<file path="config.mk">
export PLATFORM = sky130hd
export DESIGN_NAME = lcd_regbank
export DESIGN_NICKNAME = d
export VERILOG_FILES = /design/src/rtl/lcd_regbank_pkg.sv /design/src/rtl/lcd_regbank_ctrl.sv /design/src/rtl/lcd_regbank_dp.sv /design/src/rtl/lcd_regbank.sv
export SDC_FILE = /design/constraint.sdc
export NUM_CORES = 1
export LEC_CHECK = 0
export BUFFER_PORTS_ARGS = -buffer_cell sky130_fd_sc_hd__buf_4
export CORE_MARGIN = 5
export CORE_UTILIZATION = 50
export CTS_CLUSTER_DIAMETER = 120
export DETAILED_ROUTE_END_ITERATION = 10
export GPL_ROUTABILITY_DRIVEN = 0
export PLACE_DENSITY = 0.77
export SYNTH_ARGS = -nofsm -noshare
export SYNTH_HDL_FRONTEND = slang
export SYNTH_HIERARCHICAL = 1
export SYNTH_SLANG_ARGS = --single-unit
</file>
<file path="constraint.sdc">
create_clock -name clk -period 3.5 [get_ports clk]
set_clock_uncertainty 0.1 [all_clocks]
set_input_delay 0.7 -clock clk [delete_from_list [all_inputs] [get_ports clk]]
set_output_delay 0.7 -clock clk [all_outputs]
set_load 0.02 [all_outputs]
</file>
<file path="src/rtl/lcd_regbank_pkg.sv">
package lcd_regbank_pkg;

  localparam int IDX_T0    = 0;
  localparam int IDX_T1    = 1;
  localparam int IDX_MASK  = 6;
  localparam int IDX_CTRL  = 7;
  localparam int NUM_CFG   = 8;

  localparam int CTRL_EN   = 0;
  localparam int CTRL_PWR  = 11;
  localparam int CTRL_BYTE = 9;
  localparam int CTRL_PIX  = 10;

  typedef enum logic [2:0] {
    SRC_CFG, SRC_RAW, SRC_MSK, SRC_CURU, SRC_CURL, SRC_ID, SRC_PAL, SRC_NONE
  } rdSrcE;

  typedef struct packed {
    logic [NUM_CFG-1:0] wrCfg;
    logic               wrClr;
    logic               rdEn;
    rdSrcE              rdSrc;
    logic [2:0]         rdIdx;
  } strobeT;

  function automatic logic [7:0] idByte(input logic [2:0] i);
    case (i)
      3'd0: idByte = 8'h10;
      3'd1: idByte = 8'h11;
      3'd2: idByte = 8'h04;
      3'd3: idByte = 8'h00;
      3'd4: idByte = 8'h0D;
      3'd5: idByte = 8'hF0;
      3'd6: idByte = 8'h05;
      default: idByte = 8'hB1;
    endcase
  endfunction

endpackage

</file>
<file path="src/rtl/lcd_regbank_ctrl.sv">
module lcd_regbank_ctrl
  import lcd_regbank_pkg::*;
#(
  parameter int ADDR_W = 12,
  parameter int PAL_AW = 7
) (
  input  logic              clk,
  input  logic              rstN,
  input  logic              busSel,
  input  logic              busWr,
  input  logic [ADDR_W-1:0] busAddr,
  output strobeT            strb,
  output logic              palSel,
  output logic              palWr,
  output logic [PAL_AW-1:0] palAddr,
  output logic              busErr,
  output logic              resyncPulse
);

  localparam int IDX_W = ADDR_W - 2;

  logic [IDX_W-1:0] wordIdx;
  logic             aligned;
  logic             inPal;
  logic             inId;

  assign wordIdx = busAddr[ADDR_W-1:2];
  assign aligned = (busAddr[1:0] == 2'b00);
  // palette window 0x200..0x3FF, identification words 0xFE0..0xFFF
  assign inPal   = aligned && (busAddr[ADDR_W-1:PAL_AW+2] == 3'b001);
  assign inId    = aligned && (busAddr[ADDR_W-1:5] == 7'h7F);

  always_comb begin
    strb       = '0;
    strb.rdSrc = SRC_NONE;
    strb.rdIdx = busAddr[4:2];
    if (busSel && aligned && busWr) begin
      if (wordIdx < IDX_W'(NUM_CFG)) strb.wrCfg[busAddr[4:2]] = 1'b1;
      else if (wordIdx == IDX_W'(10)) strb.wrClr = 1'b1;
    end else if (busSel && !busWr) begin
      strb.rdEn = 1'b1;
      if (!aligned)                        strb.rdSrc = SRC_NONE;
      else if (wordIdx < IDX_W'(NUM_CFG))  strb.rdSrc = SRC_CFG;
      else if (wordIdx == IDX_W'(8))       strb.rdSrc = SRC_RAW;
      else if (wordIdx == IDX_W'(9))       strb.rdSrc = SRC_MSK;
      else if (wordIdx == IDX_W'(11))      strb.rdSrc = SRC_CURU;
      else if (wordIdx == IDX_W'(12))      strb.rdSrc = SRC_CURL;
      else if (inPal)                      strb.rdSrc = SRC_PAL;
      else if (inId)                       strb.rdSrc = SRC_ID;
    end
  end

  assign palSel  = busSel && inPal;
  assign palWr   = busWr;
  assign palAddr = busAddr[PAL_AW+1:2];

  always_ff @(posedge clk) begin
    if (!rstN) begin
      busErr      <= 1'b0;
      resyncPulse <= 1'b0;
    end else begin
      busErr      <= strb.rdEn && (strb.rdSrc == SRC_NONE);
      resyncPulse <= strb.wrCfg[IDX_T0] || strb.wrCfg[IDX_T1] || strb.wrCfg[IDX_CTRL];
    end
  end

  // an error pulse only follows a read request
  a_r11_err_after_read: assert property (@(posedge clk) disable iff (!rstN)
    busErr |-> $past(busSel && !busWr));

  // a resync pulse only follows a write request
  a_r12_resync_after_write: assert property (@(posedge clk) disable iff (!rstN)
    resyncPulse |-> $past(busSel && busWr));

  // palette forwarding never coincides with a register write strobe
  a_r10_pal_exclusive: assert property (@(posedge clk) disable iff (!rstN)
    $onehot0({palSel, |strb.wrCfg, strb.wrClr}));

endmodule

</file>
<file path="src/rtl/lcd_regbank_dp.sv">
module lcd_regbank_dp
  import lcd_regbank_pkg::*;
#(
  parameter int DATA_W = 32,
  parameter int IRQ_W  = 4,
  parameter int RES_W  = 11
) (
  input  logic              clk,
  input  logic              rstN,
  input  strobeT            strb,
  input  logic [DATA_W-1:0] busWdata,
  input  logic [IRQ_W-1:0]  irqSet,
  input  logic [DATA_W-1:0] curUpper,
  input  logic [DATA_W-1:0] curLower,
  input  logic [DATA_W-1:0] palRdata,
  output logic [DATA_W-1:0] busRdata,
  output logic              irqOut,
  output logic [RES_W-1:0]  pixelsPerLine,
  output logic [RES_W-1:0]  linesPerPanel,
  output logic              dispEnable,
  output logic [2:0]        bppCode,
  output logic [1:0]        swapMode,
  output logic [DATA_W-1:0] timing2,
  output logic [DATA_W-1:0] timing3,
  output logic [DATA_W-1:0] upperBase,
  output logic [DATA_W-1:0] lowerBase
);

  logic [DATA_W-1:0] cfgQ [NUM_CFG];
  logic [IRQ_W-1:0]  statusQ;
  logic [IRQ_W-1:0]  clrMask;
  logic [DATA_W-1:0] rdNext;
  logic [DATA_W-1:0] rdQ;
  logic              palQ;

  for (genvar g = 0; g < NUM_CFG; g++) begin : gCfg
    if (g == IDX_MASK) begin : gMask
      always_ff @(posedge clk) begin
        if (!rstN)             cfgQ[g] <= '0;
        else if (strb.wrCfg[g]) cfgQ[g] <= DATA_W'(busWdata[IRQ_W-1:0]);
      end
    end else begin : gFull
      always_ff @(posedge clk) begin
        if (!rstN)             cfgQ[g] <= '0;
        else if (strb.wrCfg[g]) cfgQ[g] <= busWdata;
      end
    end
  end

  // raise beats clear when both hit the same bit
  assign clrMask = strb.wrClr ? busWdata[IRQ_W-1:0] : '0;

  always_ff @(posedge clk) begin
    if (!rstN) statusQ <= '0;
    else       statusQ <= (statusQ & ~clrMask) | irqSet;
  end

  always_comb begin
    case (strb.rdSrc)
      SRC_CFG:  rdNext = cfgQ[strb.rdIdx];
      SRC_RAW:  rdNext = DATA_W'(statusQ);
      SRC_MSK:  rdNext = DATA_W'(statusQ & cfgQ[IDX_MASK][IRQ_W-1:0]);
      SRC_CURU: rdNext = curUpper;
      SRC_CURL: rdNext = curLower;
      SRC_ID:   rdNext = DATA_W'(idByte(strb.rdIdx));
      default:  rdNext = '0;
    endcase
  end

  always_ff @(posedge clk) begin
    if (!rstN) begin
      rdQ  <= '0;
      palQ <= 1'b0;
    end else begin
      rdQ  <= strb.rdEn ? rdNext : '0;
      palQ <= strb.rdEn && (strb.rdSrc == SRC_PAL);
    end
  end

  assign busRdata      = palQ ? palRdata : rdQ;
  assign irqOut        = |(statusQ & cfgQ[IDX_MASK][IRQ_W-1:0]);
  assign pixelsPerLine = (RES_W'(cfgQ[IDX_T0][7:2]) + RES_W'(1)) << 4;
  assign linesPerPanel = RES_W'(cfgQ[IDX_T1][9:0]) + RES_W'(1);
  assign dispEnable    = cfgQ[IDX_CTRL][CTRL_EN] && cfgQ[IDX_CTRL][CTRL_PWR];
  assign bppCode       = cfgQ[IDX_CTRL][3:1];
  assign swapMode      = cfgQ[IDX_CTRL][CTRL_BYTE] ? 2'd1 :
                         cfgQ[IDX_CTRL][CTRL_PIX]  ? 2'd2 : 2'd0;
  assign timing2       = cfgQ[2];
  assign timing3       = cfgQ[3];
  assign upperBase     = cfgQ[4];
  assign lowerBase     = cfgQ[5];

  // a raised event bit is visible in the status on the next cycle
  a_r6_set_sticks: assert property (@(posedge clk) disable iff (!rstN)
    (|irqSet) |=> ((statusQ & $past(irqSet)) == $past(irqSet)));

  // a clear leaves no targeted bit set unless an event refreshed it
  a_r7_clear_drops: assert property (@(posedge clk) disable iff (!rstN)
    strb.wrClr |=> ((statusQ & $past(busWdata[IRQ_W-1:0]) & ~$past(irqSet)) == '0));

  // the display only turns on through a control write
  a_r4_enable_by_write: assert property (@(posedge clk) disable iff (!rstN)
    $rose(dispEnable) |-> $past(strb.wrCfg[IDX_CTRL]));

  // stored words hold still without a write strobe
  a_r2_base_stable: assert property (@(posedge clk) disable iff (!rstN)
    !$past(strb.wrCfg[4]) |-> $stable(upperBase));

endmodule

</file>
<file path="src/rtl/lcd_regbank.sv">
module lcd_regbank
  import lcd_regbank_pkg::*;
#(
  parameter int DATA_W = 32,
  parameter int IRQ_W  = 4
) (
  input  logic              clk,
  input  logic              rstN,
  input  logic              busSel,
  input  logic              busWr,
  input  logic [11:0]       busAddr,
  input  logic [DATA_W-1:0] busWdata,
  output logic [DATA_W-1:0] busRdata,
  output logic              busErr,
  output logic              palSel,
  output logic              palWr,
  output logic [6:0]        palAddr,
  output logic [DATA_W-1:0] palWdata,
  input  logic [DATA_W-1:0] palRdata,
  input  logic [IRQ_W-1:0]  irqSet,
  output logic              irqOut,
  input  logic [DATA_W-1:0] curUpper,
  input  logic [DATA_W-1:0] curLower,
  output logic [10:0]       pixelsPerLine,
  output logic [10:0]       linesPerPanel,
  output logic              dispEnable,
  output logic [2:0]        bppCode,
  output logic [1:0]        swapMode,
  output logic [DATA_W-1:0] timing2,
  output logic [DATA_W-1:0] timing3,
  output logic [DATA_W-1:0] upperBase,
  output logic [DATA_W-1:0] lowerBase,
  output logic              resyncPulse
);

  strobeT strb;

  assign palWdata = busWdata;

  lcd_regbank_ctrl #(.ADDR_W(12), .PAL_AW(7)) u_ctrl (
    .clk(clk), .rstN(rstN), .busSel(busSel), .busWr(busWr), .busAddr(busAddr),
    .strb(strb), .palSel(palSel), .palWr(palWr), .palAddr(palAddr),
    .busErr(busErr), .resyncPulse(resyncPulse)
  );

  lcd_regbank_dp #(.DATA_W(DATA_W), .IRQ_W(IRQ_W), .RES_W(11)) u_dp (
    .clk(clk), .rstN(rstN), .strb(strb), .busWdata(busWdata), .irqSet(irqSet),
    .curUpper(curUpper), .curLower(curLower), .palRdata(palRdata),
    .busRdata(busRdata), .irqOut(irqOut), .pixelsPerLine(pixelsPerLine),
    .linesPerPanel(linesPerPanel), .dispEnable(dispEnable), .bppCode(bppCode),
    .swapMode(swapMode), .timing2(timing2), .timing3(timing3),
    .upperBase(upperBase), .lowerBase(lowerBase)
  );

endmodule

</file>
==> impl_metrics.py <==
metrics = {
    "status": {
        "status": "complete, no violations",
    },
    "power_and_ir_drop": {
        "vdd_drop_max_uv": 380,
        "power_density_nw_per_um2": 450,
        "p_total_mw": 7.61,
        "cellLeakagePower_nw": 7.40,
    },
    "layout": {
        "utilization_pct": 65.0,
        "syn2layout_area_growth_pct": 28.1,
        "drive_above_1_share_pct": 39.8,
        "layout_common_cells": "buf_4 (405), and3_1 (233), edfxtp_1 (228)",
        "fin_nets": 1488,
        "final_common_cell": "buf_4",
    },
    "grt": {
        "grt_pass1_vias": 10157,
        "overflow": 0,
        "grt_pass1_wl_um": 62000,
        "grt_max_degree": 75,
        "grt_usage_pct": 27.5,
        "antenna_found_initial": 2,
    },
    "critical_path": {
        "r2r_setup_slack_ns": 1.62,
        "cpPeakStageDelay_ns": 0.50,
        "critPathLaunchType": "register",
        "ff2ff_path_depth": 3,
        "worst-path-max-fanout": 6,
        "worst_path_max_delay_cell": "edfxtp_1",
        "crit_buf_inv": 1,
        "endpoint_kind": "primary output",
        "worst-setup-path-type": "register to primary output",
        "crit_required_ns": 2.70,
        "crit_family": "flip-flops",
        "startpoint": "u_dp/cfgQ[1][0]$_SDFFCE_PN0P_",
        "cp.arrival_ns": 2.06,
        "rr_startpoint": "u_dp/cfgQ[2][15]$_SDFFCE_PN0P_",
        "r2r_end": "u_dp/rdQ[15]$_SDFF_PN0_",
        "cp_cell_sequence": "ha_1 > nand3_1 > nor2_1 > xor2_1 > buf_4",
    },
    "route": {
        "final_antenna_net_count": 0,
        "dr.first_iter.drc_count": 924,
        "drc": 0,
        "wl_um": 42800,
        "vias_per_cell": 6.02,
        "dr.pass1.iters": 5,
        "wire_per_inst_um": 25.2,
        "dr_total_vias": 10228,
    },
    "sta": {
        "hold_slack_ns": 0.302,
        "setup_viol": 0,
        "rsz0062_at_grt": "false",
        "fin_crit_sh_pct": 81.8,
        "period_minus_slack_ns": 2.86,
        "slew-limit-headroom_pct": 55.5,
        "worst_pin_slew_ns": 0.660,
        "timing.fmax_mhz": 349,
        "tns_ns": 0,
        "setup_ws_ns": 0.637,
        "finalMaxSlewViolations": 0,
        "hold_viol": 0,
    },
    "synthesis": {
        "yosysTopAreaCell": "edfxtp_1",
        "yosysWarnings": 6,
        "syn_area_per_cell_sq_um": 12.7,
        "synth_edf_count": 228,
        "yosysTopAreaCellShare_pct": 51.9,
        "ys_ff_latch": 267,
        "syn_inst": 1041,
        "ys_seq_area_share_pct": 57.8,
        "synth_ff_type": "edfxtp_1",
        "synth_cell_types": 54,
        "ys_top_cells_by_area": "edfxtp_1 (52%), and3_1 (11%), mux4_2 (6.0%)",
        "async_flop_share_pct": 0,
        "netlist_area_sq_um": 13200,
    },
    "clock_network": {
        "cts_tree": "done",
        "htree_levels": 1,
        "clkSinkCount": 267,
        "clk_latency_ns": 0.54,
        "postCtsSetupBuffers": 0,
        "root_buffer": "clkbuf_16",
        "clk_path_buf_depth": 3,
        "path_clk_slew_ns": 0.06,
        "cts_buffers": 29,
        "cts_resized": 0,
        "cts_hold_buf": 0,
    },
    "hold_path": {
        "hold_depth": 3,
        "hold_start": "irqSet[0]",
        "hold_path.class": "input port to register",
        "hold_end": "u_dp/statusQ[0]$_SDFF_PN0_",
    },
    "place": {
        "io_buffers": 375,
        "pre_cts_slack_ns": 0.300,
        "dp.final_hpwl_um": 30200,
    },
    "die": {
        "row_count": 59,
        "ios": 380,
        "fp.dieW_um": 172,
        "fp.dieArea_sq_um": 29700,
        "initial_core_util_pct": 50.8,
        "core_area_sq_um": 26000,
        "die_h_um": 172,
    },
    "flow_run": {
        "maxCapViolations": 0,
    },
}
-- worst reg2reg max path, stage by stage, from the launching register on --
cell	delay, ns
edfxtp_1	0.41
mux4_2	0.49
o21ai_0	0.55
o22ai_1	0.17
-- power by group --
part	internal, mW	total [mW]	switching [mW]
Sequential	3.58	3.68	0.0936
Combinational	0.403	0.965	0.562
Clock	1.74	2.96	1.23
Total	5.73	7.61	1.88
-- per-layer routing --
metal | vias to the layer above | GRT usage, % | part of all wire [%]
li1 | 4548 | - | -
met1 | 5051 | 36.5 | 38
met2 | 552 | 45.8 | 49
met3 | 77 | 5.35 | 9.5
met4 | 0 | 9.16 | 3.2
met5 | - | 0 | 0
-- cells by family (layout without fill, tap and decap cells) --
kind of cell	after synthesis	in the layout	share of synthesized area [%]
flops	267	267	57.8
other cells	1	6	0.0284
xor+xnor	14	14	0.930
fa+ha+maj	2	2	0.190
compound gates	144	144	7.24
mux	100	100	11.2
simple gates	361	361	16.2
buf+inv	152	469	6.40
-- worst max-delay path by stage --
stage / slack, ns / cells after the start / endpoint
5_1_grt: 0.51 / 5 / linesPerPanel[8]
2_1_floorplan: 0.38 / 5 / u_dp/cfgQ[2][0]$_SDFFCE_PN0P_
3_3_place_gp: 0.34 / 8 / u_dp/rdQ[7]$_SDFF_PN0_
4_1_cts: 0.57 / 5 / linesPerPanel[8]
6_report: 0.64 / 5 / linesPerPanel[8]
3_5_place_dp: 0.30 / 8 / u_dp/rdQ[7]$_SDFF_PN0_
-- registers in the layout, summed over array words and instances, names as in the netlist --
name	cells
u_dp/statusQ	4
u_dp/cfgQ	228
u_dp/rdQ	32
u_ctrl/resyncPulse	1
u_ctrl/busErr	1
u_dp/palQ	1
-- layout make-up --
class	instances	area (sq um)
fillers	1982	9090
flip-flops and latches	267	7630
multi-input cells	625	4780
repair buffers	409	3120
clock buffers	40	797
well taps	335	419
clock inverters	14	126
inverters	6	22.5
diodes	2	5.00
-- per-stage QoR --
| step | instance area (sq um) | instances |
|---|---|---|
| 2_1_floorplan | 13200 | 1044 |
| 5_1_grt | 16900 | 1698 |
| 3_3_place_gp | 16000 | 1642 |
| 3_5_place_dp | 16000 | 1642 |
| 6_report | 16900 | 1698 |
| 4_1_cts | 16900 | 1696 |
-- cells in the mapped netlist, types with 3 or more instances --
library cell	number
and3_1	233
edfxtp_1	228
clkbuf_1	63
buf_4	58
nand2_1	48
dfxtp_1	39
mux4_2	35
mux2i_1	33
mux2_2	32
o22ai_1	31
o21ai_0	30
o211ai_1	29
a22oi_1	25
nor2_1	19
buf_2	18
nand3_1	16
a21oi_1	11
xnor2_1	11
nand2b_1	10
nor2b_1	10
inv_1	6
nand4_1	4
a221oi_1	3
and2_1	3
buf_1	3
buf_6	3
xor2_1	3
Note: power is estimated with default switching activity, not from simulation.
